===== src/rtl/rdc_pkg.sv =====
`timescale 1ns/1ps
package rdc_pkg;
  localparam int NORM_BITS = 24;
  localparam int POS_W     = 16;
  localparam int FLT_W     = NORM_BITS - POS_W;
  localparam int CFG_BITS  = 8;
  localparam int AW        = CFG_BITS - 1;
  localparam int BCW       = $clog2(NORM_BITS + 1);

  typedef enum logic [1:0] {OP_POS, OP_VEL, OP_CWR, OP_CRD} rdc_op_e;

  // mode pins as {a0, a1}
  function automatic logic [1:0] op_pins(input rdc_op_e op);
    case (op)
      OP_POS:  return 2'b00;
      OP_VEL:  return 2'b01;
      default: return 2'b11;
    endcase
  endfunction

  function automatic logic op_is_cfg(input rdc_op_e op);
    return (op == OP_CWR) || (op == OP_CRD);
  endfunction

  function automatic logic [BCW-1:0] op_bits(input rdc_op_e op);
    return op_is_cfg(op) ? BCW'(CFG_BITS) : BCW'(NORM_BITS);
  endfunction

  // outgoing frame, left aligned, MSB first
  function automatic logic [NORM_BITS-1:0] op_tx(input rdc_op_e op, input logic second,
                                                 input logic [AW-1:0] addr,
                                                 input logic [CFG_BITS-1:0] wdata);
    logic [CFG_BITS-1:0] b;
    if (!op_is_cfg(op)) return '0;
    b = (second && op == OP_CWR) ? wdata : {1'b1, addr};
    return {b, {(NORM_BITS-CFG_BITS){1'b0}}};
  endfunction
endpackage


===== src/rtl/rdc_trigger_gate.sv =====
`timescale 1ns/1ps
module rdc_trigger_gate (
  input  logic clk,
  input  logic rst_n,
  input  logic sample_trig,
  input  logic cfg_req,
  input  logic busy,
  output logic accept_trig,
  output logic accept_cfg,
  output logic trig_overrun
);
  assign accept_trig = sample_trig && !busy;
  assign accept_cfg  = cfg_req && !busy && !sample_trig;

  always_ff @(posedge clk or negedge rst_n) begin
    if (!rst_n) trig_overrun <= 1'b0;
    else        trig_overrun <= sample_trig && busy;
  end
endmodule


===== src/rtl/rdc_frame_engine.sv =====
`timescale 1ns/1ps
module rdc_frame_engine #(
  parameter  int DIV_HALF = 2,
  parameter  int FW       = 24,
  localparam int DW       = (DIV_HALF > 1) ? $clog2(DIV_HALF) : 1,
  localparam int CW       = $clog2(FW + 1)
) (
  input  logic          clk,
  input  logic          rst_n,
  input  logic          start,
  input  logic [CW-1:0] nbits,
  input  logic [FW-1:0] tx_word,
  input  logic          sdi,
  output logic          sclk,
  output logic          fsync_n,
  output logic          sdo,
  output logic          done,
  output logic [FW-1:0] rx_word
);
  logic          active, tail, tick;
  logic [DW-1:0] div_cnt;
  logic [CW-1:0] bit_cnt, nbits_q;
  logic [FW-1:0] tx_sh;

  assign tick = active && (div_cnt == DW'(DIV_HALF - 1));

  always_ff @(posedge clk or negedge rst_n) begin
    if (!rst_n) begin
      active <= 1'b0; tail <= 1'b0; sclk <= 1'b0; fsync_n <= 1'b1; sdo <= 1'b0;
      done <= 1'b0; div_cnt <= '0; bit_cnt <= '0; nbits_q <= '0;
      tx_sh <= '0; rx_word <= '0;
    end else begin
      done <= 1'b0;
      if (start && !active) begin
        active <= 1'b1; tail <= 1'b0; fsync_n <= 1'b0; sclk <= 1'b0;
        div_cnt <= '0; bit_cnt <= '0; nbits_q <= nbits;
        tx_sh <= tx_word; rx_word <= '0;
      end else if (active) begin
        div_cnt <= tick ? '0 : div_cnt + 1'b1;
        if (tick) begin
          if (tail) begin
            active <= 1'b0; fsync_n <= 1'b1; done <= 1'b1;
          end else if (!sclk) begin
            sclk  <= 1'b1;
            sdo   <= tx_sh[FW-1];
            tx_sh <= {tx_sh[FW-2:0], 1'b0};
          end else begin
            sclk    <= 1'b0;
            rx_word <= {rx_word[FW-2:0], sdi};
            if (bit_cnt == nbits_q - 1'b1) tail <= 1'b1;
            else                           bit_cnt <= bit_cnt + 1'b1;
          end
        end
      end
    end
  end
endmodule


===== src/rtl/rdc_serial_ctrl.sv =====
`timescale 1ns/1ps
module rdc_serial_ctrl
  import rdc_pkg::*;
#(
  parameter int DIV_HALF = 2,
  parameter int SETTLE_W = 8
) (
  input  logic                clk,
  input  logic                rst_n,
  input  logic                sample_trig,
  input  logic                vel_sel,
  input  logic                cfg_req,
  input  logic                cfg_write,
  input  logic [AW-1:0]       cfg_addr,
  input  logic [CFG_BITS-1:0] cfg_wdata,
  input  logic [SETTLE_W-1:0] settle_cycles,
  input  logic                sdi,
  output logic                sclk,
  output logic                fsync_n,
  output logic                sdo,
  output logic                mode_a0,
  output logic                mode_a1,
  output logic                busy,
  output logic                data_valid,
  output logic [POS_W-1:0]    data_word,
  output logic [FLT_W-1:0]    fault_bits,
  output logic                cfg_done,
  output logic [CFG_BITS-1:0] cfg_rdata,
  output logic                trig_overrun
);
  typedef enum logic [1:0] {S_IDLE, S_SETTLE, S_FRAME} st_e;

  st_e                 state;
  rdc_op_e             op, new_op;
  logic                second;
  logic [SETTLE_W-1:0] wait_cnt, settle_q;
  logic [AW-1:0]       addr_q;
  logic [CFG_BITS-1:0] wdata_q;

  // named internal events
  logic                 accept_trig, accept_cfg, frame_start, frame_done;
  logic [NORM_BITS-1:0] frame_rx;

  assign busy        = (state != S_IDLE);
  assign frame_start = (state == S_SETTLE) && (wait_cnt == '0);
  assign new_op      = accept_trig ? (vel_sel ? OP_VEL : OP_POS)
                                   : (cfg_write ? OP_CWR : OP_CRD);

  rdc_trigger_gate u_gate (
    .clk(clk), .rst_n(rst_n), .sample_trig(sample_trig), .cfg_req(cfg_req),
    .busy(busy), .accept_trig(accept_trig), .accept_cfg(accept_cfg),
    .trig_overrun(trig_overrun)
  );

  rdc_frame_engine #(.DIV_HALF(DIV_HALF), .FW(NORM_BITS)) u_engine (
    .clk(clk), .rst_n(rst_n), .start(frame_start), .nbits(op_bits(op)),
    .tx_word(op_tx(op, second, addr_q, wdata_q)), .sdi(sdi),
    .sclk(sclk), .fsync_n(fsync_n), .sdo(sdo), .done(frame_done), .rx_word(frame_rx)
  );

  always_ff @(posedge clk or negedge rst_n) begin
    if (!rst_n) begin
      state <= S_IDLE; op <= OP_POS; second <= 1'b0;
      wait_cnt <= '0; settle_q <= '0; addr_q <= '0; wdata_q <= '0;
      mode_a0 <= 1'b0; mode_a1 <= 1'b0;
      data_valid <= 1'b0; data_word <= '0; fault_bits <= '0;
      cfg_done <= 1'b0; cfg_rdata <= '0;
    end else begin
      data_valid <= 1'b0;
      cfg_done   <= 1'b0;
      case (state)
        S_IDLE: if (accept_trig || accept_cfg) begin
          op                 <= new_op;
          {mode_a0, mode_a1} <= op_pins(new_op);
          wait_cnt           <= settle_cycles;
          settle_q           <= settle_cycles;
          second             <= 1'b0;
          state              <= S_SETTLE;
          if (accept_cfg) begin
            addr_q  <= cfg_addr;
            wdata_q <= cfg_wdata;
          end
        end
        S_SETTLE: begin
          if (wait_cnt == '0) state    <= S_FRAME;
          else                wait_cnt <= wait_cnt - 1'b1;
        end
        S_FRAME: if (frame_done) begin
          if (op_is_cfg(op) && !second) begin
            second   <= 1'b1;
            wait_cnt <= settle_q;
            state    <= S_SETTLE;
          end else begin
            state <= S_IDLE;
            if (!op_is_cfg(op)) begin
              data_word  <= frame_rx[NORM_BITS-1 -: POS_W];
              fault_bits <= frame_rx[FLT_W-1:0];
              data_valid <= 1'b1;
            end else begin
              cfg_done <= 1'b1;
              if (op == OP_CRD) cfg_rdata <= frame_rx[CFG_BITS-1:0];
            end
          end
        end
        default: state <= S_IDLE;
      endcase
    end
  end
endmodule


===== config.mk =====
export PLATFORM = sky130hd
export DESIGN_NAME = rdc_serial_ctrl
export DESIGN_NICKNAME = d
export VERILOG_FILES = /design/src/rtl/rdc_pkg.sv /design/src/rtl/rdc_trigger_gate.sv /design/src/rtl/rdc_frame_engine.sv /design/src/rtl/rdc_serial_ctrl.sv
export SDC_FILE = /design/constraint.sdc
export NUM_CORES = 1
export LEC_CHECK = 0
export BUFFER_PORTS_ARGS = -buffer_cell sky130_fd_sc_hd__buf_2
export CORE_AREA = 10 10 100 124
export DETAILED_ROUTE_END_ITERATION = 7
export DIE_AREA = 0 0 110 134
export GPL_TIMING_DRIVEN = 0
export PLACE_DENSITY_LB_ADDON = 0.1
export SLEW_MARGIN = 20
export SYNTH_ARGS = -nofsm -noshare
export SYNTH_HDL_FRONTEND = slang
export SYNTH_HIERARCHICAL = 1
export SYNTH_SLANG_ARGS = --single-unit

===== constraint.sdc =====
create_clock -name clk -period 4.4 [get_ports clk]
set_clock_uncertainty 0.15 [all_clocks]
set_input_delay 0.44 -clock clk [delete_from_list [all_inputs] [get_ports clk]]
set_output_delay 0.44 -clock clk [all_outputs]
set_load 0.02 [all_outputs]

-- Yosys cells after proc, flatten, opt, wreduce, memory -nomap -nowiden
Index checks and enable logic that the tools add are counted.
- equality and inequality tests: 14
- mux-type cells: 71
- bitwise logic cells: 5
- add/subtract/negate cells: 4
- magnitude comparators: 0
- reduce and logical (&&, ||, !) cells: 39
- shift operators: 0
- divide/modulo/power cells: 0
- multipliers: 0
- operators by type and width (operator ; number):
    2-to-1 mux 24 bit ; 11
    2-to-1 mux 1 bit ; 40
    2-to-1 mux 8 bit ; 5
    2-to-1 mux 5 bit ; 7
    case mux 8 bit (3 select lines) ; 1
    AND reduction 5 bit ; 4
    AND reduction 4 bit ; 4
    AND reduction 3 bit ; 4
    nonzero test 2 bit ; 6
    inequality test 2 bit, second input constant ; 5
    logical AND 1 bit ; 9
    zero test 8 bit ; 1
    2-to-1 mux 2 bit ; 4
    subtractor 8 x 1 -> 8 bit, second input constant ; 1
    equality test 2 bit, second input constant ; 3
    inequality test 2 x 1 -> 1 bit, second input constant ; 3
    case mux 2 bit (3 select lines) ; 1
    adder 5 x 1 -> 5 bit, second input constant ; 1
    equality test 5 bit ; 1
    NOT 1 bit ; 5
    subtractor 5 x 1 -> 5 bit, second input constant ; 1
    equality test 2 x 1 -> 1 bit, second input constant ; 2
    zero test 1 bit ; 4
    zero test 2 bit ; 2
    6 further kinds ; 8
- logic and storage cells: 159
- ROM bits: 0
- flip-flop bits (word level): 138
- output and inout bits: 41
- RAM bits: 0
- latch bits: 0
- memories: 0

-- Logic depth before layout (Yosys ltp)
- depth in word-level cells: 8
- gate-level depth with buffers: 10
- depth with buffers taken out: 8

-- By module
The synthesis kept the hierarchy.
- modules (own cells, without submodules) (module ; cells each ; sequential area each (um^2) ; area each (um^2) ; instances):
    rdc_serial_ctrl ; 264 ; 1801.7 ; 3261.9 ; 1
    rdc_frame_engine ; 292 ; 1627.8 ; 2879.0 ; 1
    rdc_trigger_gate ; 4 ; 25.0 ; 48.8 ; 1

-- Least setup slack after synthesis
Ideal clock, no wire load.
- kind: register -> register
- start: register state[0]
- end: register wait_cnt[0]
- path slack: 1783 ps
- cell stages (with the launch flop): 11
- arrival: 2342 ps
- period minus slack after synthesis: 2617 ps
- setup time: 125 ps
- path through: dfrtp_1 inv_1 ha_1 buf_6 inv_1 nor3b_1 nor3b_1 a2111o_1 or2_1 buf_6 mux2_4
- word-level cells in the longest chain between the ends: 7
- elaborated cells on any way between the ends: 16
- those cells by class: eq/ne: 6; mux: 1; reduce/logical: 9
- RTL lines (element ; RTL line ; RTL):
    start: declaration ; rdc_serial_ctrl.sv:33 ; st_e state;
    start signal: assignment ; rdc_serial_ctrl.sv:63 ; state <= S_IDLE; op <= OP_POS; second <= 1'b0;
    start signal: assignment ; rdc_serial_ctrl.sv:78 ; state <= S_SETTLE;
    start signal: assignment ; rdc_serial_ctrl.sv:85 ; if (wait_cnt == '0) state <= S_FRAME;
    nonzero test 2 bit ; rdc_serial_ctrl.sv:44 ; assign busy = (state != S_IDLE);
    named net busy ; rdc_serial_ctrl.sv:23 ; output logic busy,
    zero test 1 bit ; rdc_trigger_gate.sv:13 ; assign accept_cfg = cfg_req && !busy && !sample_trig;
    logical AND 1 bit (2 in a row) ; rdc_trigger_gate.sv:13 ;
    named net accept_cfg ; rdc_serial_ctrl.sv:41 ; logic accept_trig, accept_cfg, frame_start, frame_done;
    logical OR 1 bit ; rdc_serial_ctrl.sv:72 ; S_IDLE: if (accept_trig || accept_cfg) begin
    inequality test 2 bit (no line) ; -- ;
    AND reduction 5 bit (no line) ; -- ;
    end signal: assignment ; rdc_serial_ctrl.sv:75 ; wait_cnt <= settle_cycles;
    end signal: assignment ; rdc_serial_ctrl.sv:86 ; else wait_cnt <= wait_cnt - 1'b1;
    end signal: assignment ; rdc_serial_ctrl.sv:91 ; wait_cnt <= settle_q;
    end: declaration ; rdc_serial_ctrl.sv:36 ; logic [SETTLE_W-1:0] wait_cnt, settle_q;
The timed path passes the listed nets, and every way through them passes these cells.
A chain may end at the register's enable or synchronous reset.

-- Final worst setup path
- start: register state[1]
- end: register u_engine.tx_sh[16]
- word-level cells in the longest chain between the ends: 5
- elaborated cells on any way between the ends: 9
- those cells by class: eq/ne: 3; mux: 1; reduce/logical: 5
- RTL lines (element ; RTL line ; RTL):
    equality test 2 x 1 -> 1 bit * ; rdc_serial_ctrl.sv:45 ; assign frame_start = (state == S_SETTLE) && (wait_cnt == '0);
    logical AND 1 bit * ; rdc_serial_ctrl.sv:45 ;
    named net frame_start ; rdc_serial_ctrl.sv:41 ;
    logical AND 1 bit * ; rdc_frame_engine.sv:34 ; if (start && !active) begin
    inequality test 2 bit (no line) / nonzero test 2 bit (equally long branches) ; -- ;
    AND reduction 4 bit (no line) ; -- ;
    end signal: assignment ; rdc_frame_engine.sv:46 ; tx_sh <= {tx_sh[FW-2:0], 1'b0};
    end: declaration ; rdc_frame_engine.sv:23 ; logic [FW-1:0] tx_sh;
The timed path passes the listed nets; every way through them passes the cells marked *.

==> impl_metrics.json <==
{
  "dr.pass1.iters": 5,
  "clock_sinks": 138,
  "synth_seq_cells": 138,
  "endpoint_kind": "flop",
  "synth_common_cells": "137 x dfrtp_1, 109 x nand2_1, 57 x mux2_2, 34 x mux2i_1, 30 x o21ai_0",
  "fmaxAchievable_mhz": 305,
  "yosys_warnings": 6,
  "drv_cap": 0,
  "slew_viol_final": 0,
  "syn_inst": 560,
  "critPathMaxFanout": 10,
  "start_kind": "flop",
  "fp.dieH_um": 134,
  "grt.total_usage_pct": 18.2,
  "critPathKind": "reg -> reg",
  "drc": 0,
  "grt_pass1_wl_mm": 21.5,
  "n_antenna_cell": 0,
  "synth-main-ff-cell": "dfrtp_1",
  "clockBufferDepth": 2,
  "hold_ws_ns": 0.109,
  "rows": 41,
  "cts-root-buf": "clkbuf_16",
  "worstPathRequired_ns": 4.56,
  "routed_via_density": 5.42,
  "drive_gt1_share_pct": 26.1,
  "slew_headroom_pct": 58.3,
  "antenna_left": 0,
  "setup_viol": 0,
  "grt_max_degree": 105,
  "ios": 71,
  "yosysUniqueCellTypes": 52,
  "fin_tns_setup_ns": 0,
  "rsz0062_at_grt": "false",
  "cts-resized-gates": 0,
  "postCtsSetupRepairBufs": 0,
  "num_vias": 4397,
  "synthesis.area_um2": 6190,
  "synth_edf_count": 0,
  "total_power_mw": 4.45,
  "power_density_nw_per_um2": 600,
  "tightest_slew_ns": 0.620,
  "ys_top_cells_by_area": "dfrtp_1 55%, mux2_2 10%, nand2_1 6.6%",
  "seq_area_frac_synth_pct": 55.8,
  "routedWlPerCell_um": 15.7,
  "area_growth_pct": 19.8,
  "syn_avg_cell_area_um2": 11.1,
  "routabilityCongestion": 0.794,
  "dieArea_um2": 14700,
  "insertion_delay_ns": 0.41,
  "cts_htree_levels": 4,
  "synth_top_cell_by_area": "dfrtp_1",
  "p_leak_nw": 3.66,
  "finalCritPeriodShare_pct": 74.6,
  "hold_violations": 0,
  "yosysTopAreaCellShare_pct": 55.4,
  "clk_pin_slew_ns": 0.06,
  "routed_wl_mm": 12.8,
  "numPortBuffers": 70,
  "drt_iter0_markers": 236,
  "status": "complete, no violations",
  "synthArstFlopShare_pct": 100,
  "hpwl_mm": 8.80,
  "fin_nets": 706,
  "critPathArrivalTime_ns": 3.44,
  "overflow": 0,
  "antenna_found_initial": 0,
  "initial_core_util_pct": 61.9,
  "synth_most_common_cell": "dfrtp_1",
  "grt_pass1_vias": 4478,
  "die_width_um": 110,
  "coreArea_um2": 10000,
  "fin_crit_ns": 3.28,
  "hold_class": "in -> reg",
  "numCtsBuffers": 17,
  "max-vdd-ir-drop_v": 0.000375,
  "cts_tree": "built"
}
-- state kept, by name (all words and copies together), names as in the netlist, 2 cells and up --
name	count
state	2
u_engine/nbits_q	5
data_word	16
op	2
addr_q	7
u_engine/tx_sh	24
settle_q	8
cfg_rdata	8
wait_cnt	8
wdata_q	8
u_engine/rx_word	24
fault_bits	8
u_engine/bit_cnt	5
-- what timing repair did --
item,in CTS,in global routing
hold endpoints to repair,34,0
setup endpoints to repair,0,0
hold buffers,1,0
-- cells by family (layout without fill, tap and decap cells) --
family | after synthesis | count (layout) | share of synthesized area, %
other cells | 2 | 20 | 0.121
xor+xnor | 10 | 10 | 1.42
compound gates | 70 | 70 | 7.14
flops | 138 | 138 | 55.8
buf+inv | 46 | 150 | 3.19
mux | 93 | 93 | 16.4
simple gates | 194 | 194 | 14.6
fa+ha+maj | 7 | 7 | 1.41
-- per-stage QoR --
| step | cell area, um^2 | utilization [%] | setup WS [ns] | cells |
|---|---|---|---|---|
| 3_5_place_dp | 6810 | 68.0 | 1.24 | 778 |
| 6_report | 7410 | 74.1 | 1.12 | 811 |
| 3_3_place_gp | 6770 | 67.7 | 0.939 | 777 |
| 4_1_cts | 7410 | 74.1 | 1.16 | 811 |
| 5_1_grt | 7410 | 74.1 | 0.838 | 811 |
| 2_1_floorplan | 6260 | - | 1.78 | 578 |
-- report_power, final --
group | internal (mW) | switching, mW
combinational | 0.555 | 0.673
sequential | 1.58 | 0.224
clock | 0.868 | 0.542
total | 3.01 | 1.44
-- routing by layer --
layer	GRT usage, %	part of all wire [%]
met5	0	0
met4	6.88	0.75
met3	5.32	5.6
met2	29.6	52
met1	22.2	42
-- path summary, 6_finish.rpt --
path,startpoint,to,slack (ns),depth (start not counted)
setup / recovery,state[1],u_engine/tx_sh[16],1.12,10
hold / removal,sdi,u_engine/rx_word[0],0.11,3
setup reg to reg,state[1],u_engine/tx_sh[16],1.12,10
hold reg to reg,mode_a1,mode_a1,0.32,2
max in group asynchronous,rst_n,u_engine/fsync_n,2.98,3
min in group asynchronous,rst_n,settle_q[5],0.34,2
-- layout make-up --
class                           instances  area (um^2)
Buffer                                 31          141
Clock buffer                           19          453
Clock inverter                         13          144
Fill cell                             716         2590
Inverter                               15         56.3
Multi-Input combinational cell        394         2610
Sequential cell                       138         3450
Tap cell                              129          161
Timing Repair Buffer                   72          398
-- critical path: stages (launching register included) --
cell,delay (ns)
dfrtp_1,0.42
inv_1,0.10
ha_1,0.15
clkbuf_1,0.37
inv_1,0.29
nor4_4,0.52
inv_1,0.11
nor2_1,0.43
clkbuf_1,0.42
nand2_1,0.12
o21ai_0,0.11
-- placed cells by master (no fill, tap or decap), drive strengths merged, types with 8 or more instances in the layout --
| master | count |
|---|---|
| nor2 | 26 |
| xnor2 | 8 |
| nand3 | 27 |
| o31ai | 9 |
| inv | 17 |
| nand2 | 109 |
| conb | 20 |
| clkbuf | 43 |
| buf | 78 |
| mux2i | 34 |
| dfrtp | 137 |
| mux2 | 59 |
| o21ai | 32 |
| a21oi | 9 |
Power figures use the tool's default switching activity.
